$ cat config.mk
export PLATFORM = sky130hd
export DESIGN_NAME = tdm_slot_aligner
export DESIGN_NICKNAME = d
export VERILOG_FILES = /design/src/rtl/tsa_pkg.sv /design/src/rtl/tsa_ctrl.sv /design/src/rtl/tsa_datapath.sv /design/src/rtl/tdm_slot_aligner.sv
export SDC_FILE = /design/constraint.sdc
export NUM_CORES = 1
export LEC_CHECK = 0
export BUFFER_PORTS_ARGS = -buffer_cell sky130_fd_sc_hd__buf_2
export CAP_MARGIN = 20
export CORE_AREA = 2 2 55 44
export DETAILED_ROUTE_END_ITERATION = 6
export DIE_AREA = 0 0 57 46
export GPL_TIMING_DRIVEN = 0
export HOLD_SLACK_MARGIN = 0.06
export PLACE_DENSITY = 0.74
export SLEW_MARGIN = 0
export SYNTH_ARGS = -nofsm -noshare
export SYNTH_HDL_FRONTEND = slang
export SYNTH_SLANG_ARGS = --single-unit
export TNS_END_PERCENT = 30
$ cat constraint.sdc
create_clock -name clk -period 2.2 [get_ports clk]
set_input_delay 0.11 -clock clk [delete_from_list [all_inputs] [get_ports clk]]
set_output_delay 0.11 -clock clk [all_outputs]
set_load 0.1 [all_outputs]
$ cat src/rtl/tsa_pkg.sv
`timescale 1ns/1ps
package tsa_pkg;

  typedef enum logic [1:0] {
    ST_IDLE = 2'd0,
    ST_WAIT = 2'd1,
    ST_RUN  = 2'd2
  } tsaState_e;

  // strobes from control to datapath
  typedef struct packed {
    logic load;       // new activation accepted this cycle
    logic run;        // channel is running
    logic alignMode;  // transparent alignment in force
  } tsaCtrl_s;

endpackage

$ cat src/rtl/tsa_ctrl.sv
`timescale 1ns/1ps
module tsa_ctrl
  import tsa_pkg::*;
(
  input  logic     clk,
  input  logic     rstN,
  input  logic     activate,
  input  logic     deactivate,
  input  logic     modeTransparent,
  input  logic     syncSelExt,
  input  logic     intSync,
  input  logic     extSync,
  output tsaCtrl_s ctrlOut
);

  tsaState_e state;
  logic      modeQ;
  logic      selQ;
  logic      syncHit;

  // only the source chosen at activation may start the channel
  assign syncHit = selQ ? extSync : intSync;

  always_ff @(posedge clk) begin
    if (!rstN) begin
      state <= ST_IDLE;
      modeQ <= 1'b0;
      selQ  <= 1'b0;
    end else if (deactivate) begin
      state <= ST_IDLE;
    end else if (activate) begin
      state <= modeTransparent ? ST_WAIT : ST_RUN;
      modeQ <= modeTransparent;
      selQ  <= syncSelExt;
    end else if (state == ST_WAIT && syncHit) begin
      state <= ST_RUN;
    end
  end

  always_comb begin
    ctrlOut.load      = activate && !deactivate;
    ctrlOut.run       = (state == ST_RUN);
    ctrlOut.alignMode = modeQ;
  end

endmodule

$ cat src/rtl/tsa_datapath.sv
`timescale 1ns/1ps
module tsa_datapath
  import tsa_pkg::*;
#(
  parameter int NUM_SLOTS = 32,
  parameter int SLOT_W    = 5
) (
  input  logic                 clk,
  input  logic                 rstN,
  input  tsaCtrl_s             ctrlIn,
  input  logic [NUM_SLOTS-1:0] slotMask,
  input  logic [SLOT_W-1:0]    slotNum,
  output logic                 byteEn,
  output logic                 firstByte
);

  logic [SLOT_W-1:0] startSlot;
  logic              startValid;
  logic              pend;
  logic              slotHit;
  logic              startOk;

  // lowest mapped slot above slot 0; scanning downward leaves the lowest
  always_comb begin
    startSlot  = '0;
    startValid = 1'b0;
    for (int i = NUM_SLOTS - 1; i >= 1; i--) begin
      if (slotMask[i]) begin
        startSlot  = SLOT_W'(i);
        startValid = 1'b1;
      end
    end
  end

  assign slotHit = slotMask[slotNum];

  always_comb begin
    if (ctrlIn.alignMode) startOk = startValid && (slotNum == startSlot);
    else                  startOk = 1'b1;
  end

  // byte 0 still owed for this activation
  always_ff @(posedge clk) begin
    if (!rstN)            pend <= 1'b0;
    else if (ctrlIn.load) pend <= 1'b1;
    else if (firstByte)   pend <= 1'b0;
  end

  assign byteEn    = ctrlIn.run && slotHit && (!pend || startOk);
  assign firstByte = byteEn && pend;

endmodule

$ cat src/rtl/tdm_slot_aligner.sv
`timescale 1ns/1ps
module tdm_slot_aligner
  import tsa_pkg::*;
#(
  parameter int NUM_SLOTS = 32,
  localparam int SLOT_W   = $clog2(NUM_SLOTS)
) (
  input  logic                 clk,
  input  logic                 rstN,
  input  logic                 activate,
  input  logic                 deactivate,
  input  logic                 modeTransparent,
  input  logic                 syncSelExt,
  input  logic                 intSync,
  input  logic                 extSync,
  input  logic [NUM_SLOTS-1:0] slotMask,
  input  logic [SLOT_W-1:0]    slotNum,
  output logic                 running,
  output logic                 byteEn,
  output logic                 firstByte
);

  tsaCtrl_s ctrl;

  tsa_ctrl u_ctrl (
    .clk             (clk),
    .rstN            (rstN),
    .activate        (activate),
    .deactivate      (deactivate),
    .modeTransparent (modeTransparent),
    .syncSelExt      (syncSelExt),
    .intSync         (intSync),
    .extSync         (extSync),
    .ctrlOut         (ctrl)
  );

  tsa_datapath #(
    .NUM_SLOTS (NUM_SLOTS),
    .SLOT_W    (SLOT_W)
  ) u_dp (
    .clk       (clk),
    .rstN      (rstN),
    .ctrlIn    (ctrl),
    .slotMask  (slotMask),
    .slotNum   (slotNum),
    .byteEn    (byteEn),
    .firstByte (firstByte)
  );

  assign running = ctrl.run;

endmodule

==> results by group, run 1 <==
Clock network
  – CTS sink count: 5
  – CTS tree: built
  – Max Root-Sink Buffers: 2
  – Worst-path clk slew: 40 ps
  – TritonCTS Buffers: 3
  – CTS Root Buffer Type: clkbuf_4
  – H-Tree Depth: 1
  – Later-pin clock latency in the skew report: 250 ps
  – Hold-fix buffers, CTS: 0

Final layout
  – Layout Nets: 208
  – Register Area: 100 µm²
  – Finished Core Util: 60.4%
  – Fill count: 190
  – Diodes inserted: 0
  – Share of cells above drive strength 1: 44.4%
  – Multi-input gate area: 803 µm²
  – Commonest non-fill, non-tap cell in the layout: buf_2
  – Synth-to-layout area growth: 45.6%
  – Most frequent cells in the layout: buf_2 (40), nor2_1 (15), nor3_1 (10), mux4_2 (10), inv_1 (7)

Global route
  – First-pass GRT wire length: 3990 µm
  – Initial antenna violation count: 0
  – Vias in the first global route: 937
  – Gr usage total: 19.6%
  – Largest net degree at the start of global routing: 10
  – Remaining Overflow, GRT: 0

Synthesis
  – Post-synthesis cell area: 887 µm²
  – Largest family of logic cells by synthesized area: multiplexers
  – Register area share after synthesis: 11.3%
  – Compound-cell area share of the yosys netlist: 23.4%
  – Yosys cell types: 37
  – Post-Synth Adder-Cell Area: 0%
  – Synth Instances: 111
  – Yosys Warn Count: 0
  – Post-synthesis mux area share: 30.0%
  – Synthesized area per cell: 7.99 µm²
  – Synth Area in Simple Gates: 28.1%
  – Synth Area in XOR/XNOR: 2.96%
  – Mapped Nets: 156
  – FF+latch count, synth: 5

Detailed routing
  – DR pass1 iterations: 4
  – DR WL/cell: 14.0 µm
  – Routed via count: 1,121
  – Via density: 5.99
  – WL final: 2620 µm
  – Final antenna-violating net count: 0
  – Post-route DRC: 0
  – DRT iter0 DRCs: 31

Timing
  – Fin. Hold Viols: 0
  – Max frequency: 0.474 GHz
  – Least-Margin Pin Slew: 543 ps
  – Max-Slew Margin vs Limit: 63.8%
  – Min cycle time layout: 2110 ps
  – Clk_skew: 4.36 ps
  – Final setup viols: 0
  – Final Cycle Share: 95.8%
  – RSZ-0062 raised after global routing: true
  – Worst hold slack: 97.3 ps
  – Final Slew Violations: 0

Die
  – Ports: 48
  – Die area: 2620 µm²
  – Initial Utilization: 41.5%
  – Die width: 57 µm
  – Core area: 2140 µm²
  – Cell Rows: 15
  – Die Height: 46 µm

Critical path
  – CP endpoint kind: primary output
  – FF-to-FF setup slack: 1050 ps
  – Setup CP Type: primary input to primary output
  – Required time worst endpoint: 2090 ps
  – Crit path DAT: 2000 ps
  – Critical path launch point type: primary input
  – Crit-path max FO: 4
  – R2R depth: 4

Run status
  – Status: completed

Placed design
  – I/O Buffers: 45
  – Placer's final routability congestion estimate: 0.824
  – Hpwl dp: 2120 µm

Power and ir drop
  – Reg power frac: 24.4%
  – Clock Power Share: 26.7%
  – Leakage power: 0.536 nW
  – Net switching power: 0.150 mW
  – Pint: 0.267 mW
  – Comb power frac: 48.9%
  – Max IR drop VDD: 0.000250 V
  – Net Sw Frac: 35.9%
  – Power Dens Cells: 323 nW/µm²

Worst hold path
  – HP Class: primary input to register
  – WHS Path Cells: 2

Run
  – Max-cap violations: 0
==> cells in the mapped netlist <==
| master | count | area (µm²) |
|---|---|---|
| nor2_1 | 17 | 63.8 |
| mux4_2 | 10 | 225 |
| nor3_1 | 10 | 50.1 |
| a21oi_1 | 8 | 40.0 |
| inv_1 | 7 | 26.3 |
| dfxtp_1 | 5 | 100 |
| or4_1 | 5 | 37.5 |
| nand2_1 | 4 | 15.0 |
| nor2b_1 | 4 | 25.0 |
| o21ai_0 | 4 | 20.0 |
| a31oi_1 | 3 | 18.8 |
| mux2i_1 | 3 | 30.0 |
| nand2b_1 | 2 | 12.5 |
| nand4_1 | 2 | 12.5 |
| nor4_1 | 2 | 12.5 |
| o21ai_1 | 2 | 10.0 |
| o31ai_1 | 2 | 15.0 |
| xor2_1 | 2 | 17.5 |
| a211oi_1 | 1 | 7.51 |
| a21o_1 | 1 | 7.51 |
| a221oi_1 | 1 | 8.76 |
| a22oi_1 | 1 | 7.51 |
| a32o_1 | 1 | 10.0 |
| a41o_1 | 1 | 10.0 |
| and3_1 | 1 | 6.26 |
| buf_4 | 1 | 7.51 |
| clkbuf_1 | 1 | 3.75 |
| mux2_2 | 1 | 11.3 |
| nand3_1 | 1 | 5.00 |
| nand4b_1 | 1 | 8.76 |
| o211ai_1 | 1 | 7.51 |
| o21ba_1 | 1 | 10.0 |
| o21bai_1 | 1 | 7.51 |
| o22a_1 | 1 | 8.76 |
| o311a_1 | 1 | 10.0 |
| o311ai_0 | 1 | 8.76 |
| xnor2_1 | 1 | 8.76 |
==> routing by layer <==
layer  global-route usage [%]  vias up  part of all wire [%]
li1                         -      546                     -
met1                     25.2      523                    44
met2                     33.8       44                    48
met3                     2.56        8                   5.8
met4                     8.37        0                   2.0
met5                        0        -                     0
==> repair_timing <==
action	CTS	global route
endpoints found under the setup margin	2	2
buffers inserted	1	1
gates resized for setup	4	16
pin swaps	1	5
==> power by group through the flow <==
| stage | Combinational [mW] | Clock (mW) | Sequential (mW) |
|---|---|---|---|
| after floorplan | 0.111 | 0 | 0.102 |
| after global placement | 0.186 | 0 | 0.103 |
| after detailed placement | 0.192 | 0 | 0.103 |
| after CTS | 0.195 | 0.112 | 0.101 |
| after global routing | 0.222 | 0.116 | 0.102 |
| final | 0.204 | 0.111 | 0.102 |
==> worst max-delay path: stages <==
cell and delay, ps:
buf_6 100, or4_4 550, a21oi_2 120, nor2_1 50
o21ba_1 170, o21ai_2 120, xor2_1 160, nand4_1 120
buf_6 150, a21oi_4 160, buf_12 190
==> cells by family after synthesis <==
group / Yosys count
AO/OA/AOI/OAI: 31
XOR/XNOR: 3
buffers and inverters: 9
flip-flops: 5
multiplexers: 14
AND/OR/NAND/NOR: 49
==> final timing paths <==
kind	to	from
worst max-delay path	firstByte	slotMask[22]
worst max register to register	u_ctrl.state[0]	u_ctrl.selQ
worst min register to register	u_ctrl.state[1]	u_ctrl.state[1]
worst min-delay path	u_ctrl.state[1]	modeTransparent
==> state kept, by name, indices dropped and copies added, names as in the netlist <==
| signal | cells |
|---|---|
| u_ctrl.modeQ | 1 |
| u_dp.pend | 1 |
| u_ctrl.state | 2 |
| u_ctrl.selQ | 1 |
==> metrics by stage <==
step | std cells | area [µm²] | setup TNS, ps | worst slack [ps] | total power, mW
6_report | 187 | 1290 | 0 | 92.1 | 0.417
3_5_place_dp | 181 | 1180 | -560 | -286 | 0.295
5_1_grt | 187 | 1290 | -34.7 | -17.4 | 0.441
3_3_place_gp | 181 | 1180 | -448 | -227 | 0.289
2_1_floorplan | 111 | 925 | -45.3 | -30.3 | 0.213
4_1_cts | 186 | 1230 | 0 | 6.04 | 0.408
==> cell type report <==
cell class                      instances  share of cell area [%]
Clock buffer                            4                    2.03
Tap cell                               25                    2.42
Multi-Input combinational cell         97                    62.2
Timing Repair Buffer                   47                    22.7
Buffer                                  2                   0.872
Inverter                                7                    2.03
Sequential cell                         5                    7.75
No activity file was read; power rests on OpenSTA's default activity.
==> run 2: changes to the inputs <==
--- a/config.mk
+++ b/config.mk
@@ -13,6 +13,7 @@
 export GPL_TIMING_DRIVEN = 0
 export HOLD_SLACK_MARGIN = 0.06
 export PLACE_DENSITY = 0.74
+export REMOVE_ABC_BUFFERS = 1
 export SLEW_MARGIN = 0
 export SYNTH_ARGS = -nofsm -noshare
 export SYNTH_HDL_FRONTEND = slang
==> results by group, run 2 (same netlist as run 1, synthesis figures left out) <==
Run status
  – Status: completed

Timing
  – Final setup viols: 0
  – Fin. Hold Viols: 0
  – Max frequency: 0.457 GHz
  – RSZ-0062 raised after global routing: true
  – Worst hold slack: 100 ps
  – Least-Margin Pin Slew: 517 ps
  – Min cycle time layout: 2190 ps
  – Clk_skew: 0.967 ps
  – Final Slew Violations: 0
  – Final worst setup slack: 13.3 ps
  – Max-Slew Margin vs Limit: 65.2%
  – Final Cycle Share: 99.4%

Final layout
  – Register Area: 100 µm²
  – Fill count: 203
  – Layout Nets: 207
  – Reg with most FFs: u_ctrl.state
  – Number of flip-flops in the largest register: 2
  – Finished Core Util: 58.2%
  – Share of cells above drive strength 1: 42.9%
  – Multi-input gate area: 774 µm²
  – Synth-to-layout area growth: 40.5%
  – Diodes inserted: 0
  – Most frequent cells in the layout: buf_2 (41), nor2_1 (16), nor3_1 (10), mux4_2 (10), inv_1 (7)
  – Commonest non-fill, non-tap cell in the layout: buf_2

Power and ir drop
  – Leakage power: 0.529 nW
  – Comb power frac: 49.1%
  – Max IR drop VDD: 0.000356 V
  – Net Sw Frac: 34.7%
  – Clock Power Share: 26.3%
  – Pint: 0.266 mW
  – Reg power frac: 24.6%
  – Power Dens Cells: 327 nW/µm²
  – Net switching power: 0.141 mW

Critical path
  – Setup CP Type: primary input to primary output
  – Required time worst endpoint: 2090 ps
  – Crit path max-delay cell type: or4_4
  – Critical path launch point type: primary input
  – WP buf/inv: 2
  – CP peak stage delay: 530 ps
  – Crit-path max FO: 3
  – Largest delay contributor family on the critical path: simple AND/OR/NAND/NOR gates
  – CP endpoint kind: primary output
  – Worst-path cell chain: buf_8 > or4_4 > a21oi_2 > nor2_1 > o21ba_1 > o21ai_2 > xor2_1 > nand4_1 > a31oi_1 > buf_6
  – Crit path DAT: 2080 ps

Global route
  – Gr usage total: 19.7%
  – First-pass GRT wire length: 4010 µm
  – Largest net degree at the start of global routing: 10
  – Initial antenna violation count: 0
  – Remaining Overflow, GRT: 0
  – Vias in the first global route: 978

Clock network
  – CTS Root Buffer Type: clkbuf_4
  – Later-pin clock latency in the skew report: 240 ps
  – CTS sink count: 5
  – TritonCTS Buffers: 3
  – CTS tree: built
  – Max Root-Sink Buffers: 2
  – Worst-path clk slew: 40 ps
  – H-Tree Depth: 1

Worst hold path
  – HP Class: primary input to register

Detailed routing
  – Final antenna-violating net count: 0
  – Post-route DRC: 0
  – Via density: 5.94
  – DR WL/cell: 13.4 µm
  – DRT iter0 DRCs: 31
  – DR pass1 iterations: 4
  – Routed via count: 1,105
  – WL final: 2490 µm

Placed design
  – Placer's final routability congestion estimate: 0.819
  – I/O Buffers: 47
  – Post-place setup slack: -170 ps
  – Hpwl dp: 2050 µm

Die
  – Die width: 57 µm
  – Cell Rows: 15
  – Initial Utilization: 41.5%
  – Die Height: 46 µm
  – Ports: 48
  – Die area: 2620 µm²
  – Core area: 2140 µm²

Run
  – Max-cap violations: 0
## run 2: cell count changes in the layout (fill, tap and decap cells not counted), sizes merged
cell / before / now
clkbuf: 5 / 4
## run 2: worst register-to-register path, stage by stage (launching register included)
cell and delay (ps):
dfxtp_1 330, mux2_2 330, a31oi_1 210, a22oi_1 100, nor2_1 100
## run 2: layer usage
layer	global-route usage, %	part of all wire [%]	wire [µm]
met5	0	0	0
met2	34.7	46	1150
met4	10.2	1.9	48
met1	24.6	47	1170
met3	1.70	4.6	115
## run 2: cell type report
class	count	area share, %
flip-flops and latches	5	8.03
repair buffers	48	23.1
clock buffers	4	2.11
inverters	7	2.11
multi-input cells	97	62.1
well taps	25	2.51
## run 2: power groups by stage
stage	registers, mW	logic [mW]	clock network (mW)
floorplan	0.100	0.100	0
global placement	0.101	0.182	0
detailed placement	0.101	0.187	0
CTS	0.0998	0.189	0.111
global route	0.100	0.217	0.119
finish	0.100	0.200	0.107
## run 2: final timing paths
| kind | to | cells after the start | slack, ps | start |
|---|---|---|---|---|
| max reg2reg | u_ctrl.state[0] | 4 | 1070 | u_ctrl.selQ |
| min | u_ctrl.state[1] | 2 | 100 | modeTransparent |
| max | byteEn | 10 | 10 | slotMask[31] |
| min reg2reg | u_ctrl.selQ | 2 | 530 | u_ctrl.selQ |
## run 2: through the flow
stage / setup TNS, ps / area [µm²] / instances / power, mW
6_report: 0 / 1250 / 186 / 0.407
5_1_grt: -142 / 1250 / 186 / 0.436
4_1_cts: 0 / 1180 / 185 / 0.400
3_5_place_dp: -309 / 1140 / 181 / 0.288
3_3_place_gp: -268 / 1140 / 181 / 0.283
2_1_floorplan: -1680 / 876 / 109 / 0.201
## run 2: what timing repair did
action,4_1_cts,5_1_grt
hold buffers,0,0
resized for setup,4,17
buffers inserted,0,1
pin swaps,2,10
endpoints found under the setup margin,2,2
cloned,0,0
